--- config.mk ---
export PLATFORM = sky130hd
export DESIGN_NAME = reg_rename_map
export DESIGN_NICKNAME = d
export VERILOG_FILES = /design/src/rtl/rename_pkg.sv /design/src/rtl/rename_map_table.sv /design/src/rtl/rename_free_fifo.sv /design/src/rtl/rename_src_port.sv /design/src/rtl/reg_rename_map.sv
export SDC_FILE = /design/constraint.sdc
export NUM_CORES = 1
export LEC_CHECK = 0
export ABC_CLOCK_PERIOD_IN_PS = 1800
export CAP_MARGIN = 20
export CORE_MARGIN = 2
export CORE_UTILIZATION = 56
export CTS_CLUSTER_DIAMETER = 150
export DETAILED_ROUTE_END_ITERATION = 6
export DONT_BUFFER_PORTS = 1
export PLACE_DENSITY_LB_ADDON = 0.1
export SLEW_MARGIN = 20
export SYNTH_ARGS = -nofsm -noshare
export SYNTH_HDL_FRONTEND = slang
export SYNTH_SLANG_ARGS = --single-unit
export TNS_END_PERCENT = 10
--- constraint.sdc ---
create_clock -name clk -period 1.8 [get_ports clk]
set_input_delay 0.09 -clock clk [delete_from_list [all_inputs] [get_ports clk]]
set_output_delay 0.09 -clock clk [all_outputs]
set_load 0.03 [all_outputs]
--- src/rtl/rename_pkg.sv ---
package rename_pkg;

  typedef enum logic {
    OPND_IMM = 1'b0,
    OPND_REG = 1'b1
  } opnd_kind_e;

  localparam int NUM_SRC = 2;

  function automatic int ptr_width(input int depth);
    return (depth > 1) ? $clog2(depth) : 1;
  endfunction

endpackage

--- src/rtl/rename_map_table.sv ---
module rename_map_table #(
  parameter int NUM_ARCH = 3,
  parameter int AW       = 2,
  parameter int PW       = 3
) (
  input  logic          clk,
  input  logic          rst,
  input  logic [AW-1:0] rd_a_addr,
  output logic [PW-1:0] rd_a_tag,
  input  logic [AW-1:0] rd_b_addr,
  output logic [PW-1:0] rd_b_tag,
  input  logic          wr_en,
  input  logic [AW-1:0] wr_addr,
  input  logic [PW-1:0] wr_tag
);
  localparam int ENTRIES = 1 << AW;

  logic [PW-1:0] map_q [ENTRIES];

  always_ff @(posedge clk) begin
    if (rst) begin
      for (int i = 0; i < ENTRIES; i++) begin
        map_q[i] <= (i <= NUM_ARCH) ? PW'(i) : '0;
      end
    end else if (wr_en) begin
      map_q[wr_addr] <= wr_tag;
    end
  end

  // reads see the table before this cycle's write
  assign rd_a_tag = map_q[rd_a_addr];
  assign rd_b_tag = map_q[rd_b_addr];


  no_zero_write_chk: assert property (@(posedge clk) disable iff (rst)
    wr_en |-> wr_addr != '0);


  write_lands_chk: assert property (@(posedge clk) disable iff (rst)
    wr_en |=> map_q[$past(wr_addr)] == $past(wr_tag));


  reset_identity_chk: assert property (@(posedge clk) disable iff (rst)
    $past(rst) |-> map_q[1] == PW'(1));

endmodule

--- src/rtl/rename_free_fifo.sv ---
module rename_free_fifo
  import rename_pkg::*;
#(
  parameter int FIRST_TAG = 4,
  parameter int DEPTH     = 4,
  parameter int PW        = 3
) (
  input  logic          clk,
  input  logic          rst,
  input  logic          pop,
  input  logic          push,
  input  logic [PW-1:0] push_tag,
  output logic [PW-1:0] head_tag,
  output logic          empty,
  output logic          full
);
  localparam int PTRW = ptr_width(DEPTH);
  localparam int CW   = $clog2(DEPTH + 1);

  logic [PW-1:0]   mem [DEPTH];
  logic [PTRW-1:0] rd_ptr, wr_ptr;
  logic [CW-1:0]   cnt;
  logic            push_ok;

  assign empty    = (cnt == '0);
  assign full     = (cnt == CW'(DEPTH));
  assign push_ok  = push && (!full || pop);
  assign head_tag = mem[rd_ptr];

  function automatic logic [PTRW-1:0] wrap_inc(input logic [PTRW-1:0] p);
    return (p == PTRW'(DEPTH - 1)) ? '0 : p + 1'b1;
  endfunction

  always_ff @(posedge clk) begin
    if (rst) begin
      for (int i = 0; i < DEPTH; i++) begin
        mem[i] <= PW'(FIRST_TAG + i);
      end
    end else if (push_ok) begin
      mem[wr_ptr] <= push_tag;
    end
  end

  always_ff @(posedge clk) begin
    if (rst) begin
      rd_ptr <= '0;
      wr_ptr <= '0;
      cnt    <= CW'(DEPTH);
    end else begin
      if (pop)     rd_ptr <= wrap_inc(rd_ptr);
      if (push_ok) wr_ptr <= wrap_inc(wr_ptr);
      case ({push_ok, pop})
        2'b10:   cnt <= cnt + 1'b1;
        2'b01:   cnt <= cnt - 1'b1;
        default: cnt <= cnt;
      endcase
    end
  end


  no_underflow_chk: assert property (@(posedge clk) disable iff (rst)
    pop |-> !empty);


  pop_only_dec_chk: assert property (@(posedge clk) disable iff (rst)
    (pop && !push) |=> cnt == $past(cnt) - 1'b1);


  both_keep_cnt_chk: assert property (@(posedge clk) disable iff (rst)
    (pop && push) |=> cnt == $past(cnt));


  reset_full_chk: assert property (@(posedge clk) disable iff (rst)
    $past(rst) |-> cnt == CW'(DEPTH));

endmodule

--- src/rtl/rename_src_port.sv ---
module rename_src_port
  import rename_pkg::*;
#(
  parameter int PW = 3
) (
  input  logic          is_imm,
  input  logic [PW-1:0] map_tag,
  output logic [PW-1:0] tag,
  output opnd_kind_e    kind
);
  always_comb begin
    if (is_imm) begin
      tag  = '0;
      kind = OPND_IMM;
    end else begin
      tag  = map_tag;
      kind = OPND_REG;
    end
  end
endmodule

--- src/rtl/reg_rename_map.sv ---
module reg_rename_map
  import rename_pkg::*;
#(
  parameter int NUM_ARCH = 3,
  parameter int NUM_PHYS = 7,
  parameter int AW       = $clog2(NUM_ARCH + 1),
  parameter int PW       = $clog2(NUM_PHYS + 1)
) (
  input  logic          clk,
  input  logic          rst,
  input  logic          in_valid,
  input  logic [AW-1:0] in_dst,
  input  logic [AW-1:0] in_src1,
  input  logic          in_src1_imm,
  input  logic [AW-1:0] in_src2,
  input  logic          in_src2_imm,
  input  logic          rel_valid,
  input  logic [PW-1:0] rel_tag,
  output logic          stall,
  output logic          out_valid,
  output logic [PW-1:0] out_src1_tag,
  output logic          out_src1_is_reg,
  output logic [PW-1:0] out_src2_tag,
  output logic          out_src2_is_reg,
  output logic          out_dst_valid,
  output logic [PW-1:0] out_dst_tag
);
  localparam int DEPTH = NUM_PHYS - NUM_ARCH;

  logic          need_dst, accept, alloc, pool_empty, pool_full;
  logic [PW-1:0] head_tag;
  logic [PW-1:0] map_tag  [NUM_SRC];
  logic          src_imm  [NUM_SRC];
  logic [PW-1:0] src_tag  [NUM_SRC];
  opnd_kind_e    src_kind [NUM_SRC];

  assign need_dst = (in_dst != '0);
  assign stall    = in_valid && need_dst && pool_empty;
  assign accept   = in_valid && !stall;
  assign alloc    = accept && need_dst;

  assign src_imm[0] = in_src1_imm;
  assign src_imm[1] = in_src2_imm;

  rename_map_table #(.NUM_ARCH(NUM_ARCH), .AW(AW), .PW(PW)) u_map (
    .clk      (clk),
    .rst      (rst),
    .rd_a_addr(in_src1),
    .rd_a_tag (map_tag[0]),
    .rd_b_addr(in_src2),
    .rd_b_tag (map_tag[1]),
    .wr_en    (alloc),
    .wr_addr  (in_dst),
    .wr_tag   (head_tag)
  );

  rename_free_fifo #(.FIRST_TAG(NUM_ARCH + 1), .DEPTH(DEPTH), .PW(PW)) u_pool (
    .clk     (clk),
    .rst     (rst),
    .pop     (alloc),
    .push    (rel_valid),
    .push_tag(rel_tag),
    .head_tag(head_tag),
    .empty   (pool_empty),
    .full    (pool_full)
  );

  for (genvar s = 0; s < NUM_SRC; s++) begin : g_src
    rename_src_port #(.PW(PW)) u_src (
      .is_imm (src_imm[s]),
      .map_tag(map_tag[s]),
      .tag    (src_tag[s]),
      .kind   (src_kind[s])
    );
  end

  always_ff @(posedge clk) begin
    if (rst) begin
      out_valid       <= 1'b0;
      out_src1_tag    <= '0;
      out_src1_is_reg <= 1'b0;
      out_src2_tag    <= '0;
      out_src2_is_reg <= 1'b0;
      out_dst_valid   <= 1'b0;
      out_dst_tag     <= '0;
    end else begin
      out_valid <= accept;
      if (accept) begin
        out_src1_tag    <= src_tag[0];
        out_src1_is_reg <= (src_kind[0] == OPND_REG);
        out_src2_tag    <= src_tag[1];
        out_src2_is_reg <= (src_kind[1] == OPND_REG);
        out_dst_valid   <= need_dst;
        out_dst_tag     <= need_dst ? head_tag : '0;
      end
    end
  end


  stall_drops_chk: assert property (@(posedge clk) disable iff (rst)
    stall |=> !out_valid);


  accept_shows_chk: assert property (@(posedge clk) disable iff (rst)
    (in_valid && !stall) |=> out_valid);


  imm_zero_tag_chk: assert property (@(posedge clk) disable iff (rst)
    (out_valid && !out_src1_is_reg) |-> out_src1_tag == '0);


  dst_nonzero_chk: assert property (@(posedge clk) disable iff (rst)
    (out_valid && out_dst_valid) |-> out_dst_tag != '0);


  full_no_stall_chk: assert property (@(posedge clk) disable iff (rst)
    pool_full |-> !stall);

endmodule

==> results.md <==
- CP startpoint: u_pool.cnt[1]$_SDFFE_PP0P_
- Via density: roughly 6
- CTS sink cnt: 46
- Post-route clock period utilization: 1.01
- Gr ovfl total: 0
- Mapped Area: 2180 um^2
- Final hold slack: around 0.013 ns
- Inst Count DP: 237
- Biggest regs: u_map.map_q: 12 flops, u_pool.mem: 12 flops
- Most frequent cells in the layout: edfxtp_1 (24), dfxtp_1 (18), inv_1 (13), buf_4 (13)
- Run status: finished with violations
- Via count: approximately 1500
- PortBufs: 0
- Final worst setup slack: -0.0215 ns
- DR iter-0 viols: roughly 160
- Syn Area/Cell: 11.7 um^2
- Largest net degree at the start of global routing: 22
- Post-Syn Instances: roughly 190
- Non-filler instance count after layout: about 250
- GR Util met2: 0.406
- Critical Path AT: slightly above 2 ns
- Fin nets: 221
- Relative slew slack: 0.460
- N_diodes: 0
- Worst reg-to-reg path cell count: 9
- Crit path capture type: flip-flop
- Cell Rows: 22
- Max VDD drop: 0.603 mV
- Worst-margin pin slew: a little over 0.8 ns
- FF+latch count, synth: 46
- Synth top area share: 0.331
- First-pass DRT Iterations: 4
- Crit Path Category: flip-flop to flip-flop
- Layout cells sized above 1: 0.212
- GR peak layer: met2
- Detail Placement HPWL: about 3.3 mm
- Most used flip-flop cell after synthesis: edfxtp_1
- Fin crit period: between 1.5 and 2 ns
- Failing checks: setup timing
- Fillers: approximately 300
- Count of flip-flops with a built-in enable after synthesis: 24
- Worst-path clk slew: 0.08 ns
- FMAX: between 0.5 and 0.6 GHz
- CTS Buf Count: 5
- Max-slew violation count: 0
- First-pass GRT wire length: between 7 and 8 mm
- Die Y: between 60 and 70 um
- Static Leak: about 0.83 nW
- Wire per inst: about 18 um
- Largest area contributor in the netlist: edfxtp_1
- Max FO, Critical Path: 5
- Routability Congestion: roughly 0.81
- Die X: ~66 um
- CORE AREA: 3690 um^2
- Area delta synth->final: 12.8%
- Max-cap viol count: 0
- PwrDens: approximately 1100 nW/um^2
- Grt met1 use: 0.271
- Initial Util: 0.591
- Antenna-violating nets left: 0
- Final hold vios: 0
- Fraction of registers with async set/reset: 0
- Skew final: approximately 0.0059 ns
- Synth area leaders: edfxtp_1 (33%), dfxtp_1 (20%), mux4_2 (8.3%)
- Synth cell types: 46
- RSZ-0062 raised after global routing: yes
- Final Power: between 2 and 3 mW
- Initial antenna violation count: 0
- Grt met3 use: 0.0494
- CTS tree: built
- Worst Path Required: a little over 2 ns
- R2R Path End: u_pool.cnt[2]$_SDFFE_PP1P_
- Ports: 29
- # H-tree levels: 2
- Endpoints failing setup: 1
- Die area: ~4400 um^2
- Reg2reg setup slack: -0.02 ns
- Root buffer cell: clkbuf_8
- Hold WC Path Type: input port to flip-flop
- Syn. warnings: 0
- Routed WL: ~4.6 mm
- Final core utilization: 0.666
- Worst Setup Start Kind: flip-flop
- Number of global-route vias before repair: approximately 1500
- CTS Buffer Depth: 2
- Tot GR Track Use: 0.233
- DRC Markers: 0
- Seq/Total Area, Yosys: 0.533
- Reg-to-Reg Start: u_pool.cnt[1]$_SDFFE_PP0P_
- Setup crit end: u_pool.cnt[2]$_SDFFE_PP1P_
- Most common cell after layout, fill and taps aside: edfxtp_1
- Skew-Pair Late Insertion Delay: about 0.3 ns
cell type report:
| class | count | area [um^2] | share of cell area |
|---|---|---|---|
| clock inverter | 2 | 8.76 | 0.00357 |
| clock buffer | 6 | 72.6 | 0.0295 |
| timing repair buffer | 17 | 138 | 0.0560 |
| inverter | 15 | 56.3 | 0.0229 |
| sequential | 46 | 1170 | 0.477 |
| tap | 48 | 60.1 | 0.0245 |
| multi-input combinational | 117 | 950 | 0.387 |
metal layers:
metal / wire [um] / share of wire
met1: 1780 / 0.39
met2: 2480 / 0.54
met3: 234 / 0.051
met4: 96 / 0.021
met5: 0 / 0
what timing repair did:
action | CTS | global route
hold endpoints to repair | 27 | 0
buffers inserted | 2 | 0
hold buffers | 4 | 0
pin swaps | 1 | 1
endpoints found under the setup margin | 1 | 6
resized for setup | 1 | 2
worst max-delay path, cell delays in order (launching register included):
cell and delay, ns:
dfxtp_2 0.36, nor2_4 0.15, a31oi_4 0.09, inv_1 0.07, ha_2 0.18, inv_2 0.04
fa_2 0.32, xor2_1 0.16, or3_1 0.31, nand3_1 0.08
cells in the mapped netlist (3+ instances only):
library cell and instances:
inv_1 14, nor3_1 3, nand2_1 10, nor2b_1 3, a21oi_1 4, o21ai_0 10
edfxtp_1 24, ha_1 3, clkbuf_1 6, mux4_2 8, nand4_1 7, o311ai_0 6
nand2b_1 5, a32o_1 3, and3_1 4, nor2_1 8, dfxtp_1 22, a21o_1 3
o211ai_1 6, or4_1 3
how the worst min path moves through the flow:
stage | endpoint | cells after the start | start
6_report | u_pool.mem[2][0]$_SDFFCE_PN0P_ | 1 | rel_tag[0]
2_1_floorplan | u_pool.mem[3][0]$_DFFE_PP_ | 1 | rel_tag[0]
4_1_cts | u_pool.mem[3][2]$_DFFE_PP_ | 2 | rel_tag[2]
3_5_place_dp | u_pool.cnt[0]$_SDFFE_PP0P_ | 1 | rst
3_3_place_gp | u_pool.cnt[0]$_SDFFE_PP0P_ | 1 | rst
5_1_grt | u_pool.mem[3][2]$_DFFE_PP_ | 2 | rel_tag[2]
cell families (layout without fill, tap and decap cells):
logic type,after synthesis,after routing,synth area share
buf+inv,25,40,0.0459
fa+ha+maj,4,4,0.0264
mux,11,11,0.105
flops,46,46,0.533
other cells,1,3,0.00172
compound gates,40,40,0.133
xor+xnor,2,2,0.00804
simple gates,57,57,0.147
metrics by stage:
stage                     TNS (ns)  setup slack [ns]  cell area (um^2)
after floorplan                  0           0.00876              2220
after global placement           0            0.0488              2310
after detailed placement   -0.0289           -0.0289              2310
after CTS                  -0.0328           -0.0328              2450
after global routing        -0.158            -0.104              2460
final                      -0.0215           -0.0215              2460
power by group:
part | internal (mW) | switching (mW)
Sequential | 1.26 | 0.195
Combinational | 0.319 | 0.368
Clock | 0.267 | 0.333
Total | 1.85 | 0.897
No activity file was read; power rests on OpenSTA's default activity.
